**config.mk**
```make
export PLATFORM = sky130hd
export DESIGN_NAME = rx_frame_asm
export DESIGN_NICKNAME = d
export VERILOG_FILES = /design/src/rtl/rxfa_pkg.sv /design/src/rtl/rxfa_sizer.sv /design/src/rtl/rxfa_crc.sv /design/src/rtl/rxfa_seq.sv /design/src/rtl/rx_frame_asm.sv
export SDC_FILE = /design/constraint.sdc
export NUM_CORES = 1
export LEC_CHECK = 0
export BUFFER_PORTS_ARGS = -buffer_cell sky130_fd_sc_hd__buf_2
export CORE_ASPECT_RATIO = 1.25
export CORE_MARGIN = 4
export CORE_UTILIZATION = 55
export CTS_CLUSTER_SIZE = 24
export DETAILED_ROUTE_END_ITERATION = 10
export GPL_TIMING_DRIVEN = 0
export PLACE_DENSITY = 0.74
export SLEW_MARGIN = 15
export SYNTH_ARGS = -nofsm -noshare
export SYNTH_HDL_FRONTEND = slang
export SYNTH_SLANG_ARGS = --single-unit
```
**constraint.sdc**
```tcl
create_clock -name clk -period 3.6 [get_ports clk]
set_input_delay 0.18 -clock clk [delete_from_list [all_inputs] [get_ports clk]]
set_output_delay 0.18 -clock clk [all_outputs]
set_load 0.005 [all_outputs]
```
**src/rtl/rxfa_pkg.sv**
```systemverilog
package rxfa_pkg;
  localparam logic [7:0] PRE_BYTE  = 8'h55;
  localparam logic [7:0] SFD_BYTE  = 8'hD5;
  localparam int         HDR_BYTES = 8;
  localparam int         MIN_BODY  = 60;
  localparam int         FCS_BYTES = 4;
  localparam int         FRAMING   = HDR_BYTES + FCS_BYTES;

  typedef enum logic [2:0] {
    S_IDLE, S_PRE, S_PAY, S_PAD, S_FCS, S_DONE
  } asm_state_t;

  // Byte-wide update of the reflected CRC-32 register.
  function automatic logic [31:0] crc32_step(logic [31:0] c, logic [7:0] b);
    logic [31:0] r;
    r = c ^ {24'h0, b};
    for (int i = 0; i < 8; i++)
      r = r[0] ? ((r >> 1) ^ 32'hEDB88320) : (r >> 1);
    return r;
  endfunction
endpackage

```
**src/rtl/rxfa_sizer.sv**
```systemverilog
module rxfa_sizer #(
  parameter int LEN_W     = 16,
  parameter int BUF_BYTES = 2048,
  parameter int TOT_W     = $clog2(BUF_BYTES) + 1
) (
  input  logic [LEN_W-1:0] len,
  output logic             oversize,
  output logic [TOT_W-1:0] total
);
  import rxfa_pkg::*;
  logic [LEN_W:0] len_ext;
  logic [TOT_W-1:0] padded;

  assign len_ext  = {1'b0, len};
  assign oversize = (len_ext + (LEN_W+1)'(FRAMING)) > (LEN_W+1)'(BUF_BYTES);
  assign padded   = (len_ext < (LEN_W+1)'(MIN_BODY)) ? TOT_W'(MIN_BODY)
                                                     : len[TOT_W-1:0];
  assign total    = padded + TOT_W'(FRAMING);
endmodule

```
**src/rtl/rxfa_crc.sv**
```systemverilog
module rxfa_crc (
  input  logic        clk,
  input  logic        rst_n,
  input  logic        init,
  input  logic        en,
  input  logic [7:0]  din,
  output logic [31:0] fcs
);
  import rxfa_pkg::*;
  logic [31:0] crc_q;

  always_ff @(posedge clk or negedge rst_n) begin
    if (!rst_n)    crc_q <= '1;
    else if (init) crc_q <= '1;
    else if (en)   crc_q <= crc32_step(crc_q, din);
  end

  assign fcs = ~crc_q;
endmodule

```
**src/rtl/rxfa_seq.sv**
```systemverilog
module rxfa_seq #(
  parameter int BUF_BYTES = 2048,
  parameter int ADDR_W    = $clog2(BUF_BYTES),
  parameter int TOT_W     = ADDR_W + 1
) (
  input  logic              clk,
  input  logic              rst_n,
  input  logic              start,
  input  logic [TOT_W-1:0]  len_in,
  input  logic              oversize,
  input  logic [TOT_W-1:0]  total,
  input  logic              in_valid,
  input  logic [7:0]        in_data,
  input  logic [31:0]       fcs,
  output logic              in_ready,
  output logic              wr_en,
  output logic [ADDR_W-1:0] wr_addr,
  output logic [7:0]        wr_data,
  output logic              crc_init,
  output logic              crc_en,
  output logic              done,
  output logic [TOT_W-1:0]  done_len
);
  import rxfa_pkg::*;
  localparam logic [TOT_W-1:0] PAD_END = TOT_W'(HDR_BYTES + MIN_BODY);

  asm_state_t        state;
  logic [ADDR_W-1:0] ptr;
  logic [1:0]        fidx;
  logic [TOT_W-1:0]  len_q, len_q_d;
  logic [TOT_W-1:0]  ptr_nx;
  logic              short_pay;
  logic              take;

  assign ptr_nx    = TOT_W'(ptr) + 1'b1;
  assign short_pay = len_q < TOT_W'(MIN_BODY);
  assign take      = (state == S_PAY) && in_valid;

  always_ff @(posedge clk or negedge rst_n) begin
    if (!rst_n) begin
      state    <= S_IDLE;
      ptr      <= '0;
      fidx     <= '0;
      len_q    <= '0;
      done_len <= '0;
    end else begin
      case (state)
        S_IDLE: if (start) begin
          len_q    <= len_in;
          ptr      <= '0;
          fidx     <= '0;
          done_len <= oversize ? '0 : total;
          state    <= oversize ? S_DONE : S_PRE;
        end
        S_PRE: begin
          ptr <= ptr + 1'b1;
          if (ptr == ADDR_W'(HDR_BYTES - 1))
            state <= (len_q == '0) ? S_PAD : S_PAY;
        end
        S_PAY: if (in_valid) begin
          ptr <= ptr + 1'b1;
          if (ptr_nx == len_q_d) state <= short_pay ? S_PAD : S_FCS;
        end
        S_PAD: begin
          ptr <= ptr + 1'b1;
          if (ptr_nx == PAD_END) state <= S_FCS;
        end
        S_FCS: begin
          ptr  <= ptr + 1'b1;
          fidx <= fidx + 1'b1;
          if (fidx == 2'd3) state <= S_DONE;
        end
        default: state <= S_IDLE;
      endcase
    end
  end

  assign len_q_d = len_q + TOT_W'(HDR_BYTES);

  always_comb begin
    case (state)
      S_PRE:   wr_data = (ptr == ADDR_W'(HDR_BYTES - 1)) ? SFD_BYTE : PRE_BYTE;
      S_PAY:   wr_data = in_data;
      S_FCS:   wr_data = fcs[8*fidx +: 8];
      default: wr_data = 8'h00;
    endcase
  end

  assign in_ready = (state == S_PAY);
  assign wr_en    = (state == S_PRE) || (state == S_PAD) || (state == S_FCS) || take;
  assign wr_addr  = ptr;
  assign crc_init = (state == S_IDLE);
  assign crc_en   = take || (state == S_PAD);
  assign done     = (state == S_DONE);

  p_preamble_r1: assert property (@(posedge clk) disable iff (!rst_n)
    (wr_en && wr_addr < ADDR_W'(HDR_BYTES)) |->
      wr_data == ((wr_addr == ADDR_W'(HDR_BYTES - 1)) ? SFD_BYTE : PRE_BYTE));

  p_addr_step_r2: assert property (@(posedge clk) disable iff (!rst_n)
    (wr_en && $past(wr_en)) |-> wr_addr == $past(wr_addr) + 1'b1);

  p_pad_zero_r3: assert property (@(posedge clk) disable iff (!rst_n)
    (wr_en && TOT_W'(wr_addr) >= len_q_d && TOT_W'(wr_addr) < PAD_END) |->
      wr_data == 8'h00);

  p_ready_gate_r8: assert property (@(posedge clk) disable iff (!rst_n)
    (wr_en && $past(wr_en) && in_ready) |-> $past(wr_addr) >= ADDR_W'(HDR_BYTES - 1));
endmodule

```
**src/rtl/rx_frame_asm.sv**
```systemverilog
module rx_frame_asm #(
  parameter int LEN_W     = 16,
  parameter int BUF_BYTES = 2048,
  parameter int ADDR_W    = $clog2(BUF_BYTES),
  parameter int TOT_W     = ADDR_W + 1
) (
  input  logic              clk,
  input  logic              rst_n,
  input  logic              start,
  input  logic [LEN_W-1:0]  in_len,
  input  logic              in_valid,
  input  logic [7:0]        in_data,
  output logic              in_ready,
  output logic              wr_en,
  output logic [ADDR_W-1:0] wr_addr,
  output logic [7:0]        wr_data,
  output logic              done,
  output logic [TOT_W-1:0]  done_len
);
  import rxfa_pkg::*;
  logic             oversize;
  logic [TOT_W-1:0] total;
  logic             crc_init, crc_en;
  logic [31:0]      fcs;

  rxfa_sizer #(.LEN_W(LEN_W), .BUF_BYTES(BUF_BYTES), .TOT_W(TOT_W)) u_sizer (
    .len(in_len), .oversize(oversize), .total(total));

  rxfa_crc u_crc (
    .clk(clk), .rst_n(rst_n), .init(crc_init), .en(crc_en),
    .din(wr_data), .fcs(fcs));

  rxfa_seq #(.BUF_BYTES(BUF_BYTES), .ADDR_W(ADDR_W), .TOT_W(TOT_W)) u_seq (
    .clk(clk), .rst_n(rst_n), .start(start), .len_in(in_len[TOT_W-1:0]),
    .oversize(oversize), .total(total), .in_valid(in_valid), .in_data(in_data),
    .fcs(fcs), .in_ready(in_ready), .wr_en(wr_en), .wr_addr(wr_addr),
    .wr_data(wr_data), .crc_init(crc_init), .crc_en(crc_en),
    .done(done), .done_len(done_len));

  p_min_total_r5: assert property (@(posedge clk) disable iff (!rst_n)
    (done && done_len != '0) |-> done_len >= TOT_W'(MIN_BODY + FRAMING));

  p_oversize_nowrite_r6: assert property (@(posedge clk) disable iff (!rst_n)
    (done && done_len == '0) |-> !$past(wr_en));

  p_done_after_fcs_r7: assert property (@(posedge clk) disable iff (!rst_n)
    (done && done_len != '0) |->
      ($past(wr_en) && (TOT_W'($past(wr_addr)) + 1'b1 == done_len)));

  p_done_single_r7: assert property (@(posedge clk) disable iff (!rst_n)
    done |=> !done);
endmodule

```
==> results of run 1 <==
-- registers in the layout, indices dropped and copies added (netlist names) --
signal	cells
u_seq.len_q	12
u_seq.fidx	2
u_seq.state	3
u_seq.done_len	12
u_crc.crc_q	32
u_seq.wr_addr	11
-- power by group --
group | switching, mW | internal (mW) | leakage (nW) | total (mW)
sequential | 0.309 | 1.25 | 0.860 | 1.56
combinational | 2.53 | 2.55 | 1.42 | 5.08
clock | 0.314 | 0.312 | 0.0901 | 0.626
total | 3.15 | 4.12 | 2.37 | 7.27
-- area by class of cell --
cell class                      count  area [um^2]
Buffer                             26          119
Clock buffer                        9          124
Clock inverter                      7         62.6
Fill cell                         763         3110
Inverter                           13         48.8
Multi-Input combinational cell    376         2950
Sequential cell                    72         1840
Tap cell                          120          150
Timing Repair Buffer               63          338
-- logic make-up (layout without fill, tap and decap cells) --
group	count (synthesis)	after routing
simple gates	140	140
compound gates	116	116
xor+xnor	96	96
flops	72	72
buf+inv	39	118
mux	20	20
fa+ha+maj	4	4
-- cells in the final DEF, fill, tap and decap left out, types with 6 or more instances in the layout --
master / instances
clkbuf_1: 19
a21oi_1: 33
mux4_2: 8
nand2_1: 29
inv_1: 12
xnor2_1: 54
mux2_2: 11
o31ai_1: 8
xor2_1: 21
buf_2: 65
xnor3_1: 10
dfstp_2: 32
and3_1: 6
o21ai_0: 33
dfrtp_1: 40
o22a_1: 14
nand4_1: 6
clkbuf_8: 9
nor2_1: 43
nand3_1: 20
nor3_1: 9
-- cells in the mapped netlist, types with 3 or more instances --
cell type,number
mux2_2,11
nand2_1,29
nor2b_1,3
xnor3_1,10
xnor2_2,4
nor4_1,4
nor2_1,43
buf_2,5
o21a_1,3
and3_1,6
xnor2_1,54
nand3_1,20
dfstp_2,32
xor2_1,21
o22a_1,14
dfrtp_1,40
o21ai_0,34
a21oi_1,33
mux4_2,8
clkbuf_1,19
xor3_1,3
ha_1,4
o31ai_1,8
inv_1,12
or4_1,3
nor3_1,9
a31oi_1,4
nand4_1,6
-- worst min path at each step --
stage | start | endpoint | slack, ns | cells after the start
floorplan | rst_n | u_seq.done_len[0] | -0.12 | 0
global placement | in_len[1] | u_seq.done_len[1] | 0.45 | 3
detailed placement | rst_n | u_seq.state[0] | 0.15 | 1
CTS | in_len[1] | u_seq.done_len[1] | 0.08 | 3
global route | in_len[0] | u_seq.done_len[0] | 0.08 | 2
finish | in_len[1] | u_seq.done_len[1] | 0.09 | 3
-- through the flow --
| step | power [mW] | hold WS [ns] |
|---|---|---|
| after floorplan | 5.58 | -0.116 |
| after global placement | 6.47 | 0.453 |
| after detailed placement | 6.61 | 0.148 |
| after CTS | 7.28 | 0.0763 |
| after global routing | 7.79 | 0.0805 |
| final | 7.27 | 0.0867 |
-- metal layers --
metal | track usage | vias to the layer above
li1 | - | 1893
met1 | 0.290 | 1940
met2 | 0.452 | 142
met3 | 0.0243 | 28
met4 | 0.125 | 0
met5 | 0 | -
-- critical path, stage by stage, from the launching register on --
cell and delay, ns:
dfrtp_1 0.36, clkbuf_1 0.52, mux4_2 0.42, o2bb2ai_2 0.18
xor2_1 0.57, xnor3_1 0.39, xor2_1 0.40, xor3_1 0.29
o22a_1 0.16
-- repair_timing --
action | in CTS | in global routing
hold endpoints to repair | 17 | 0
setup buffers | 0 | 0
hold buffers | 1 | 0
resized for setup | 0 | 0
==> results.json, run 1 <==
{
  "status": "completed",
  "die_x_um": 93.0,
  "synth_nets": 519,
  "startpoint_type": "flip-flop",
  "grt_pass1_wl_um": 20400,
  "rsz0062_at_grt": "no",
  "highest_layer": "met4",
  "met1Wirelength_um": 4920,
  "drt_first_pass_iters": 5,
  "synth_top_area_share": 0.202,
  "pre_cts_slack_ns": 0.273,
  "instances_no_fill": 686,
  "critPathKind": "flip-flop to flip-flop",
  "cp.required_ns": 3.89,
  "synth-main-ff-cell": "dfrtp_1",
  "async_reset_ff_frac": 1.00,
  "grtUsageTotal": 0.249,
  "powerDensity_nw_per_um2": 1290,
  "synth_mux_area_frac": 0.0633,
  "cp_max_fo": 9,
  "tns_ns": 0,
  "gp_congestion": 0.911,
  "ys_seq_area_frac": 0.371,
  "finalHoldViolCount": 0,
  "cts.htree.levels": 3,
  "setup_viol_count_final": 0,
  "timing.final.max_slew_violations": 0,
  "clockBufferDepth": 2,
  "via_count": 4003,
  "die_h_um": 114,
  "nets": 593,
  "setup_ws_ns": 0.224,
  "hp-class": "input port to flip-flop",
  "synth_seq_cells": 72,
  "max-slew-margin-rel": 0.366,
  "synth_top_cell_by_area": "dfrtp_1",
  "synthesis.area_um2": 4960,
  "r2r_end": "u_crc.crc_q[19]",
  "wl_um": 12400,
  "gr-total-overflow": 0,
  "drc": 0,
  "ant_nets": 0,
  "synthAdderAreaFrac": 0.0101,
  "cp.arrival_ns": 3.67,
  "post-route-period-util": 0.938,
  "numPortBuffers": 61,
  "syn_inst": 487,
  "synth_enable_flop_cells": 0,
  "ys_warn_count": 0,
  "antenna_found_initial": 0,
  "ys_top_cells_by_area": "dfrtp_1 20%, dfstp_2 17%, xnor2_1 9.5%",
  "dieArea_um2": 10600,
  "placed_cell_area_um2": 5440,
  "final_core_utilization": 0.644,
  "area_growth_pct": 13.6,
  "clkLatencyLatePin_ns": 0.36,
  "ys_types": 64,
  "cts_tree": "built",
  "synth_compound_area_frac": 0.155,
  "end_kind": "flip-flop",
  "synth.avg_cell_area_um2": 10.2,
  "grt_pass1_vias": 4150,
  "dp_hpwl_um": 9230,
  "endpoint": "u_crc.crc_q[19]",
  "cts.sinks": 72,
  "r2r_cells": 8,
  "synth_xor_area_frac": 0.225,
  "num_io_pins": 62,
  "grt_max_degree": 42,
  "layout_min_cycle_time_ns": 3.38,
  "rrSetupSlack_ns": 0.22,
  "wl_per_cell_um": 18.1,
  "reg2reg_from": "u_seq.fidx[1]",
  "cp-startpoint": "u_seq.fidx[1]",
  "finish.instance_area_um2": 5640,
  "cts_buffers": 9,
  "p_leak_nw": 2.37,
  "start_util": 0.567,
  "drt_iter0_drc": 188,
  "wl_met3_um": 577,
  "timing.fmax_mhz": 296,
  "fin_worst_skew_ns": 0.00652,
  "numPlacedInstances": 669,
  "viasPerCell": 5.84,
  "ir_worst_vdd_mv": 0.497,
  "clkTransAtPathRegs_ns": 0.08,
  "synth_top_family_by_area": "XOR/XNOR gates",
  "worst_slew_pin_slew_ns": 0.943,
  "core_um2": 8750,
  "cts_root_buf": "clkbuf_8",
  "maxCapViolations": 0,
  "layout-drive-gt1-share": 0.269,
  "num_rows": 38,
  "diodes": 0,
  "yosys.area_share.simple": 0.142,
  "dr_wl_met2_um": 6510
}
No activity file was read; power rests on OpenSTA's default activity.
==> run 2: changes to the inputs <==
--- a/config.mk
+++ b/config.mk
@@ -6,13 +6,15 @@
 export NUM_CORES = 1
 export LEC_CHECK = 0
 export BUFFER_PORTS_ARGS = -buffer_cell sky130_fd_sc_hd__buf_2
+export CELL_PAD_IN_SITES_DETAIL_PLACEMENT = 1
+export CELL_PAD_IN_SITES_GLOBAL_PLACEMENT = 2
 export CORE_ASPECT_RATIO = 1.25
 export CORE_MARGIN = 4
-export CORE_UTILIZATION = 55
+export CORE_UTILIZATION = 38
 export CTS_CLUSTER_SIZE = 24
 export DETAILED_ROUTE_END_ITERATION = 10
 export GPL_TIMING_DRIVEN = 0
-export PLACE_DENSITY = 0.74
+export PLACE_DENSITY = 0.79
 export SLEW_MARGIN = 15
 export SYNTH_ARGS = -nofsm -noshare
 export SYNTH_HDL_FRONTEND = slang
==> run 2 against run 1 <==
Routed wire length increased by 18%. Total power increased by 4.8%. First-iteration DRC count down 22%. Worst setup slack worse by 0.096 ns. Maximum frequency fell by 2.8%. Critical path depth unchanged. Sequential share of layout area shrank 0.89 points. Clock power is 37% higher. Combinational power rose by 2%. Via count is essentially flat. Utilization decreased by 19 points. Critical path type unchanged. Critical endpoint unchanged. Largest cell class unchanged. Largest power group unchanged.
==> results.json, run 2 (synthesized netlist as in run 1, its figures left out) <==
{
  "final_cell_mix": "65 x buf_2, 54 x xnor2_1, 43 x nor2_1",
  "end_kind": "flip-flop",
  "postCtsSetupBuffers": 0,
  "nets": 593,
  "cts_buffers": 9,
  "grt_max_degree": 43,
  "crit_chain": "clkbuf_1, nor3b_2, o2bb2ai_2, xor2_1, xnor3_1, xor2_1, xor3_1, o22a_1",
  "reg_top3": "u_crc.crc_q (32), u_seq.done_len (12), u_seq.len_q (12)",
  "p_leak_nw": 2.43,
  "die_h_um": 136,
  "start_util": 0.390,
  "clkTransAtPathRegs_ns": 0.06,
  "slowest_delay_ns": 0.67,
  "powerDensity_nw_per_um2": 1310,
  "num_io_pins": 62,
  "holdPathEnd": "u_seq.len_q[1]",
  "worst_slew_pin_slew_ns": 1.05,
  "hold_slack_ns": 0.122,
  "cts.htree.levels": 3,
  "cp.arrival_ns": 3.73,
  "drc": 0,
  "timing.fmax_mhz": 288,
  "grt_pass1_vias": 4447,
  "grt_pass1_wl_um": 23800,
  "dp_hpwl_um": 11000,
  "r2r_end": "u_crc.crc_q[19]",
  "num_rows": 46,
  "cts.sinks": 72,
  "hp-start": "in_len[1]",
  "clockBufferDepth": 2,
  "rsz0062_at_grt": "no",
  "cp_max_fo": 10,
  "path_common_cell": "xor2_1",
  "final_core_utilization": 0.456,
  "cp.required_ns": 3.86,
  "layout_min_cycle_time_ns": 3.47,
  "dieArea_um2": 15000,
  "gp_congestion": 0.793,
  "seq_area_um2": 1840,
  "cts_resized": 0,
  "viasPerCell": 5.45,
  "r2r_cells": 8,
  "post-route-period-util": 0.964,
  "timing.final.max_slew_violations": 0,
  "via_count": 3999,
  "cts_tree": "built",
  "finalHoldViolCount": 0,
  "multi_input_area_um2": 2950,
  "max-slew-margin-rel": 0.295,
  "die_x_um": 110,
  "area_growth_pct": 16.8,
  "antenna_found_initial": 0,
  "startpoint_type": "flip-flop",
  "layout-drive-gt1-share": 0.269,
  "rrSetupSlack_ns": 0.13,
  "min_path_cells": 2,
  "drt_iter0_drc": 146,
  "reg2reg_from": "u_seq.state[2]",
  "wl_um": 14600,
  "drt_first_pass_iters": 4,
  "gr-total-overflow": 0,
  "placed_cell_area_um2": 5510,
  "status": "completed",
  "final_common_cell": "buf_2",
  "cp_top_family": "XOR/XNOR gates",
  "slowest_stage": "nor3b_2",
  "top_register": "u_crc.crc_q",
  "maxCapViolations": 0,
  "cts_root_buf": "clkbuf_16",
  "crit_buf_inv": 1,
  "wl_per_cell_um": 19.9,
  "ir_worst_vdd_mv": 0.477,
  "finish.instance_area_um2": 5800,
  "clkLatencyLatePin_ns": 0.34,
  "numPortBuffers": 61,
  "diodes": 0,
  "grtUsageTotal": 0.210,
  "ant_nets": 0,
  "total_power_mw": 7.62,
  "hp-class": "input port to flip-flop",
  "core_um2": 12700,
  "fin_worst_skew_ns": 0.00938,
  "largest_register_ffs": 32,
  "critPathKind": "flip-flop to flip-flop",
  "tns_ns": 0,
  "setup_viol_count_final": 0,
  "fill_cells": 1476
}
run 2: changes by cell type in the layout (fill, tap and decap cells not counted):
cell and delta:
buf_16 +1, bufinv_16 -1, clkinv_1 -2, clkbuf_16 +9, clkinvlp_4 -2, buf_12 -1
inv_4 +1, clkbuf_1 +2, clkbuf_8 -7
run 2: what timing repair did:
action,in CTS,in global routing
setup endpoints to repair,0,0
hold buffers,1,0
hold endpoints to repair,19,0
run 2: worst max path at each step:
stage | cells after the start | from | endpoint
3_3_place_gp | 8 | u_seq.state[2] | u_crc.crc_q[19]
6_report | 8 | u_seq.state[2] | u_crc.crc_q[19]
2_1_floorplan | 9 | u_seq.wr_addr[0] | u_crc.crc_q[21]
4_1_cts | 8 | u_seq.state[2] | u_crc.crc_q[19]
5_1_grt | 8 | u_seq.fidx[1] | u_crc.crc_q[19]
3_5_place_dp | 8 | u_seq.state[2] | u_crc.crc_q[19]
run 2: routing by layer:
metal / part of all wire / up-vias / track usage
met2: 0.54 / 64 / 0.378
met3: 0.026 / 22 / 0.0329
met1: 0.41 / 2026 / 0.248
met5: 0 / - / 0
li1: - / 1887 / -
met4: 0.025 / 0 / 0.0794
run 2: final cells by class:
cell class,count,area share
clock inverters,3,0.00281
plain buffers,26,0.0205
well taps,168,0.0363
multi-input cells,376,0.510
inverters,13,0.00842
repair buffers,63,0.0596
clock buffers,13,0.0449
flip-flops and latches,72,0.318
run 2: per-stage QoR:
step                      worst slack, ns  instances
after floorplan                     0.697        487
after global placement              0.227        716
after detailed placement            0.194        717
after CTS                           0.151        734
after global routing               0.0308        734
final                               0.128        734
run 2: worst register-to-register path, delay by kind of cell, from the launching register on:
| kind | cells | cell delay, ns |
|---|---|---|
| AOI/OAI and AO/OA | 2 | 0.34 |
| buffers and inverters | 1 | 0.29 |
| and+or+nand+nor | 1 | 0.67 |
| xor gates and xnor gates | 4 | 1.70 |
| DFF | 1 | 0.39 |
run 2: report_power, final:
| part | leakage, nW | internal (mW) | switching, mW |
|---|---|---|---|
| logic | 1.43 | 2.56 | 2.64 |
| clock network | 0.140 | 0.503 | 0.357 |
| registers | 0.860 | 1.26 | 0.310 |
